===== src/rtl/gpr_alias_pkg.sv =====
`timescale 1ns/1ps
package gpr_alias_pkg;

    typedef enum logic [1:0] {
        VIEW_WORD = 2'b00,
        VIEW_HALF = 2'b01,
        VIEW_LOB  = 2'b10,
        VIEW_HIB  = 2'b11
    } view_e;

    localparam int unsigned BYTE_BITS = 8;
    localparam int unsigned HALF_BITS = 16;

endpackage


===== src/rtl/gpr_view_decode.sv =====
`timescale 1ns/1ps
// Turns an index and a view code into a field mask, the field's low bit and a legality flag.
module gpr_view_decode
    import gpr_alias_pkg::*;
#(
    parameter int unsigned DATA_W    = 32,
    parameter int unsigned IDX_W     = 3,
    parameter int unsigned BYTE_REGS = 4,
    localparam int unsigned SH_W     = $clog2(DATA_W)
) (
    input  logic [IDX_W-1:0]  idx,
    input  view_e             view,
    output logic              legal,
    output logic [DATA_W-1:0] field_mask,
    output logic [SH_W-1:0]   field_lsb
);

    localparam logic [DATA_W-1:0] HALF_MASK = {{(DATA_W-HALF_BITS){1'b0}}, {HALF_BITS{1'b1}}};
    localparam logic [DATA_W-1:0] BYTE_MASK = {{(DATA_W-BYTE_BITS){1'b0}}, {BYTE_BITS{1'b1}}};

    logic byte_ok;
    assign byte_ok = ({1'b0, idx} < (IDX_W+1)'(BYTE_REGS));

    always_comb begin
        legal      = 1'b1;
        field_mask = '1;
        field_lsb  = '0;
        unique case (view)
            VIEW_WORD: begin
                field_mask = '1;
            end
            VIEW_HALF: begin
                field_mask = HALF_MASK;
            end
            VIEW_LOB: begin
                legal      = byte_ok;
                field_mask = byte_ok ? BYTE_MASK : '0;
            end
            VIEW_HIB: begin
                legal      = byte_ok;
                field_mask = byte_ok ? (BYTE_MASK << BYTE_BITS) : '0;
                field_lsb  = SH_W'(BYTE_BITS);
            end
            default: begin
                legal      = 1'b0;
                field_mask = '0;
            end
        endcase
    end

endmodule


===== src/rtl/gpr_write_merge.sv =====
`timescale 1ns/1ps
// Places right-aligned write data into its field and keeps the other bits.
module gpr_write_merge #(
    parameter int unsigned DATA_W = 32,
    localparam int unsigned SH_W  = $clog2(DATA_W)
) (
    input  logic [DATA_W-1:0] old_val,
    input  logic [DATA_W-1:0] wr_val,
    input  logic [DATA_W-1:0] field_mask,
    input  logic [SH_W-1:0]   field_lsb,
    output logic [DATA_W-1:0] new_val
);

    logic [DATA_W-1:0] placed;

    always_comb begin
        placed  = (wr_val << field_lsb) & field_mask;
        new_val = (old_val & ~field_mask) | placed;
    end

endmodule


===== src/rtl/gpr_read_extract.sv =====
`timescale 1ns/1ps
// Pulls a field out of a register and right-aligns it with zero fill.
module gpr_read_extract #(
    parameter int unsigned DATA_W = 32,
    localparam int unsigned SH_W  = $clog2(DATA_W)
) (
    input  logic [DATA_W-1:0] reg_val,
    input  logic [DATA_W-1:0] field_mask,
    input  logic [SH_W-1:0]   field_lsb,
    output logic [DATA_W-1:0] rd_val
);

    always_comb begin
        rd_val = (reg_val & field_mask) >> field_lsb;
    end

endmodule


===== src/rtl/gpr_alias_file.sv =====
`timescale 1ns/1ps
module gpr_alias_file
    import gpr_alias_pkg::*;
#(
    parameter int unsigned NUM_REGS  = 8,
    parameter int unsigned DATA_W    = 32,
    parameter int unsigned BYTE_REGS = 4,
    localparam int unsigned IDX_W    = $clog2(NUM_REGS),
    localparam int unsigned SH_W     = $clog2(DATA_W),
    localparam int unsigned NUM_RD   = 2
) (
    input  logic              clk,
    input  logic              rst,
    input  logic              wr_en,
    input  logic [IDX_W-1:0]  wr_idx,
    input  logic [1:0]        wr_view,
    input  logic [DATA_W-1:0] wr_data,
    output logic              wr_err,
    input  logic [IDX_W-1:0]  rd0_idx,
    input  logic [1:0]        rd0_view,
    output logic [DATA_W-1:0] rd0_data,
    output logic              rd0_err,
    input  logic [IDX_W-1:0]  rd1_idx,
    input  logic [1:0]        rd1_view,
    output logic [DATA_W-1:0] rd1_data,
    output logic              rd1_err
);

    typedef struct packed {
        logic [NUM_REGS-1:0][DATA_W-1:0] regs;
    } state_t;

    state_t st_d, st_q;

    // ---------------- write path ----------------
    logic              wr_legal;
    logic [DATA_W-1:0] wr_mask;
    logic [SH_W-1:0]   wr_lsb;
    logic [DATA_W-1:0] wr_merged;

    gpr_view_decode #(
        .DATA_W   (DATA_W),
        .IDX_W    (IDX_W),
        .BYTE_REGS(BYTE_REGS)
    ) i_wr_dec (
        .idx       (wr_idx),
        .view      (view_e'(wr_view)),
        .legal     (wr_legal),
        .field_mask(wr_mask),
        .field_lsb (wr_lsb)
    );

    gpr_write_merge #(
        .DATA_W(DATA_W)
    ) i_wr_merge (
        .old_val   (st_q.regs[wr_idx]),
        .wr_val    (wr_data),
        .field_mask(wr_mask),
        .field_lsb (wr_lsb),
        .new_val   (wr_merged)
    );

    assign wr_err = wr_en && !wr_legal;

    always_comb begin
        st_d = st_q;
        if (rst) begin
            st_d = '0;
        end else if (wr_en && wr_legal) begin
            st_d.regs[wr_idx] = wr_merged;
        end
    end

    always_ff @(posedge clk) begin
        st_q <= st_d;
    end

    // ---------------- read paths ----------------
    logic [NUM_RD-1:0][IDX_W-1:0]  rp_idx;
    logic [NUM_RD-1:0][1:0]        rp_view;
    logic [NUM_RD-1:0][DATA_W-1:0] rp_data;
    logic [NUM_RD-1:0]             rp_legal;

    assign rp_idx  = {rd1_idx, rd0_idx};
    assign rp_view = {rd1_view, rd0_view};

    for (genvar g = 0; g < NUM_RD; g++) begin : g_rd
        logic [DATA_W-1:0] mask;
        logic [SH_W-1:0]   lsb;

        gpr_view_decode #(
            .DATA_W   (DATA_W),
            .IDX_W    (IDX_W),
            .BYTE_REGS(BYTE_REGS)
        ) i_rd_dec (
            .idx       (rp_idx[g]),
            .view      (view_e'(rp_view[g])),
            .legal     (rp_legal[g]),
            .field_mask(mask),
            .field_lsb (lsb)
        );

        gpr_read_extract #(
            .DATA_W(DATA_W)
        ) i_rd_ext (
            .reg_val   (st_q.regs[rp_idx[g]]),
            .field_mask(mask),
            .field_lsb (lsb),
            .rd_val    (rp_data[g])
        );

        // narrow views never drive the upper half of the bus
        a_r4_narrow_zero_ext: assert property (@(posedge clk) disable iff (rst)
            (rp_view[g] != 2'b00) |-> (rp_data[g][DATA_W-1:HALF_BITS] == '0));

        // an illegal read returns zero
        a_r5_illegal_read_zero: assert property (@(posedge clk) disable iff (rst)
            !rp_legal[g] |-> (rp_data[g] == '0));
    end

    assign rd0_data = rp_data[0];
    assign rd1_data = rp_data[1];
    assign rd0_err  = !rp_legal[0];
    assign rd1_err  = !rp_legal[1];

    // ---------------- assertions ----------------
    a_r1_word_write_lands: assert property (@(posedge clk) disable iff (rst)
        (wr_en && wr_view == 2'b00) |=> (st_q.regs[$past(wr_idx)] == $past(wr_data)));

    a_r2_half_write_keeps_top: assert property (@(posedge clk) disable iff (rst)
        (wr_en && wr_view == 2'b01) |=>
        (st_q.regs[$past(wr_idx)][DATA_W-1:HALF_BITS] == $past(st_q.regs[wr_idx][DATA_W-1:HALF_BITS])));

    a_r5_illegal_write_holds: assert property (@(posedge clk) disable iff (rst)
        wr_err |=> (st_q.regs == $past(st_q.regs)));

    a_r5_err_needs_byte_high_reg: assert property (@(posedge clk) disable iff (rst)
        wr_err |-> (wr_en && wr_view[1] && (int'(wr_idx) >= BYTE_REGS)));

    a_r9_idle_holds: assert property (@(posedge clk) disable iff (rst)
        !wr_en |=> (st_q.regs == $past(st_q.regs)));

    a_r7_reset_clears: assert property (@(posedge clk) disable iff (rst)
        $past(rst) |-> (st_q.regs == '0));

endmodule


===== config.mk =====
export PLATFORM = sky130hd
export DESIGN_NAME = gpr_alias_file
export DESIGN_NICKNAME = d
export VERILOG_FILES = /design/src/rtl/gpr_alias_pkg.sv /design/src/rtl/gpr_view_decode.sv /design/src/rtl/gpr_write_merge.sv /design/src/rtl/gpr_read_extract.sv /design/src/rtl/gpr_alias_file.sv
export SDC_FILE = /design/constraint.sdc
export NUM_CORES = 1
export LEC_CHECK = 0
export CORE_MARGIN = 5
export CORE_UTILIZATION = 55
export CTS_CLUSTER_DIAMETER = 200
export CTS_CLUSTER_SIZE = 25
export DETAILED_ROUTE_END_ITERATION = 12
export PLACE_DENSITY = 0.75
export SLEW_MARGIN = 15
export SYNTH_ARGS = -nofsm -noshare
export SYNTH_HDL_FRONTEND = slang
export SYNTH_HIERARCHICAL = 1
export SYNTH_SLANG_ARGS = --single-unit

===== constraint.sdc =====
create_clock -name clk -period 9.16 [get_ports clk]
set_input_delay 1.374 -clock clk [delete_from_list [all_inputs] [get_ports clk]]
set_output_delay 1.374 -clock clk [all_outputs]
set_load 0.01 [all_outputs]

==> flow_summary.json <==
{
  "outcome": "finished, final reports clean",
  "synth_edf_count": 0,
  "cts_buffer_depth": 3,
  "syn_area_per_cell_um2": 10.4,
  "largest_reg_flops": 256,
  "yosysWarnings": 6,
  "min_period_over_period": 0.703,
  "numCtsBuffers": 14,
  "detailedRoute.firstIterationViolations": 2456,
  "die_area_mm2": 0.0465,
  "synth_top_area_frac": 0.220,
  "netSwitchingPower_uw": 702,
  "first_pass_iters": 6,
  "cp.required_ns": 7.79,
  "via_per_inst": 7.05,
  "drt_wl_total_um": 67900,
  "largest_register": "st_q",
  "grt_pass1_wl_um": 104000,
  "combPwrFrac": 0.215,
  "worstPathMaxFanout": 40,
  "wire_per_inst_um": 25.8,
  "synth_top_family_by_area": "multiplexers",
  "crit_type": "input pin to primary output",
  "maxCapViolCount": 0,
  "synth_ff_type": "dfxtp_1",
  "postCtsHoldBufs": 0,
  "p_seq_frac": 0.485,
  "largestRegisters": "st_q (256)",
  "port_buffers": 116,
  "grt_util_all_layers": 0.278,
  "period_minus_slack_ns": 6.44,
  "synth_cells": 2229,
  "yosys.cell_count.top_type": "mux2i_1",
  "synth_top_cell_by_area": "dfxtp_1",
  "synthAdderAreaFrac": 0,
  "p_leak_nw": 9.22,
  "post-place-ws_ns": 2.76,
  "synth.area.mux_share": 0.430,
  "synth-compound-area-share": 0.0778,
  "crit_arrival_ns": 5.07,
  "initial_core_util": 0.555,
  "htree_levels": 1,
  "ir_drop_mv": 0.0916,
  "path_clk_slew_ns": 0.10,
  "place_congestion": 0.926,
  "hold_class": "flop to flop",
  "cts_tree": "yes",
  "die_h_um": 216,
  "grt_max_degree": 170,
  "drive_gt1_frac": 0.197,
  "fin_hold_ws_ns": 0.510,
  "nets": 2144,
  "dp_hpwl_um": 45000,
  "maxClockFrequency_mhz": 155,
  "timing.setup.tns_ns": 0,
  "mappedNetlistArea_mm2": 0.0232,
  "synthXorXnorAreaFrac": 0,
  "route.detailed.drc": 0,
  "row_count": 75,
  "synth_cell_types": 75,
  "power.internal_mw": 1.63,
  "antenna_cells": 0,
  "p_total_mw": 2.33,
  "layout_setup_ws_ns": 2.72,
  "synth-seq-cells": 256,
  "relSlewSlack": 0.313,
  "finalMaxSlewViolations": 0,
  "via_count": 18558,
  "die_w_um": 216,
  "cts_root_buf": "clkbuf_16",
  "p_sw_frac": 0.302,
  "cts_resized": 0,
  "grt_pass1_vias": 17885,
  "core_area_mm2": 0.0419,
  "seq_area_frac_synth": 0.220,
  "nFillCells": 3502,
  "tightest_slew_ns": 1.03,
  "clkSinkCount": 256,
  "fin_skew_ns": 0.0182,
  "area_growth_pct": 2.03,
  "async_flop_share": 0,
  "synthTopCellsByArea": "dfxtp_1 22%, mux4_2 19%, mux2i_1 11%",
  "clock_latency_ns": 0.51,
  "antenna_found_initial": 1,
  "cp-start-kind": "input pin",
  "grt.overflow.total": 0,
  "worstSetupEndpointType": "primary output",
  "drtAntennaViolNets": 0,
  "synth-simple-area-share": 0.181,
  "io_pins": 117,
  "clockPowerShare": 0.299,
  "synth_common_cells": "267 x mux2i_1, 265 x nand2b_1, 256 x dfxtp_1",
  "cellPowerDensity_mw_per_mm2": 98.2,
  "setup_viol": 0,
  "post_cts_buffers": 0,
  "rsz0062_at_grt": "false",
  "hold_viol_final": 0
}
==> per-layer routing <==
layer | share of wire | vias up | wire length, um | GRT usage
li1 | - | 8102 | - | -
met1 | 0.40 | 9224 | 26900 | 0.380
met2 | 0.46 | 1050 | 31400 | 0.442
met3 | 0.095 | 180 | 6420 | 0.0454
met4 | 0.046 | 2 | 3120 | 0.115
met5 | 0.00024 | - | 16 | 0
==> critical path, cell delays in order <==
cell	delay (ns)
buf_4	0.49
buf_4	0.54
mux4_1	0.60
mux2_2	0.30
and2_1	0.17
mux4_2	0.49
mux2_2	0.28
o21ai_1	0.10
o21ai_0	0.13
clkdlybuf4s50_1	0.51
==> cells in the final DEF (no fill, tap or decap), types with 51 or more instances in the layout <==
cell,netlist,layout
nand2b_1,265,264
mux2_2,123,123
mux4_2,198,198
dfxtp_1,256,256
mux4_1,51,51
clkdlybuf4s50_1,0,106
nand4b_1,52,52
o21ai_0,69,68
a21oi_1,63,63
nand2_1,125,119
nor2_1,81,78
mux2i_1,267,267
==> cell families after synthesis <==
logic type             count (synthesis)
AO/OA/AOI/OAI                        277
buffers and inverters                328
flip-flops                           256
multiplexers                         648
other                                  3
AND/OR/NAND/NOR                      717
==> final timing paths <==
kind,slack [ns],cells after the start,from,endpoint
setup / recovery,2.72,10,rd1_idx[2],rd1_data[15]
hold / removal,0.51,2,st_q[2]$_SDFFE_PP0P_,st_q[2]$_SDFFE_PP0P_
setup reg to reg,7.03,6,st_q[90]$_SDFFE_PP0P_,st_q[218]$_SDFFE_PP0P_
hold reg to reg,0.51,2,st_q[2]$_SDFFE_PP0P_,st_q[2]$_SDFFE_PP0P_
==> per-stage QoR <==
stage               utilization  cells  cell area (um^2)
global route              0.567   2633             23700
global placement          0.557   2617             23300
finish                    0.567   2633             23700
floorplan                     -   2238             23300
CTS                       0.567   2633             23700
detailed placement        0.557   2617             23300
==> power groups by stage <==
| stage | Sequential, mW | Clock, mW | Combinational, mW |
|---|---|---|---|
| after CTS | 1.13 | 0.703 | 0.478 |
| after detailed placement | 1.15 | 0 | 0.476 |
| after global placement | 1.15 | 0 | 0.470 |
| after floorplan | 1.15 | 0 | 0.405 |
| final | 1.13 | 0.697 | 0.502 |
| after global routing | 1.13 | 0.737 | 0.527 |
==> final cells by class <==
class | count | area [um^2] | share of cell area
multi-input cells | 1654 | 16100 | 0.679
flip-flops and latches | 256 | 5120 | 0.216
repair buffers | 140 | 1310 | 0.0553
well taps | 539 | 674 | 0.0284
clock buffers | 15 | 375 | 0.0158
inverters | 28 | 105 | 0.00443
clock inverters | 1 | 20.0 | 0.000844
Note: power is estimated with default switching activity, not from simulation.
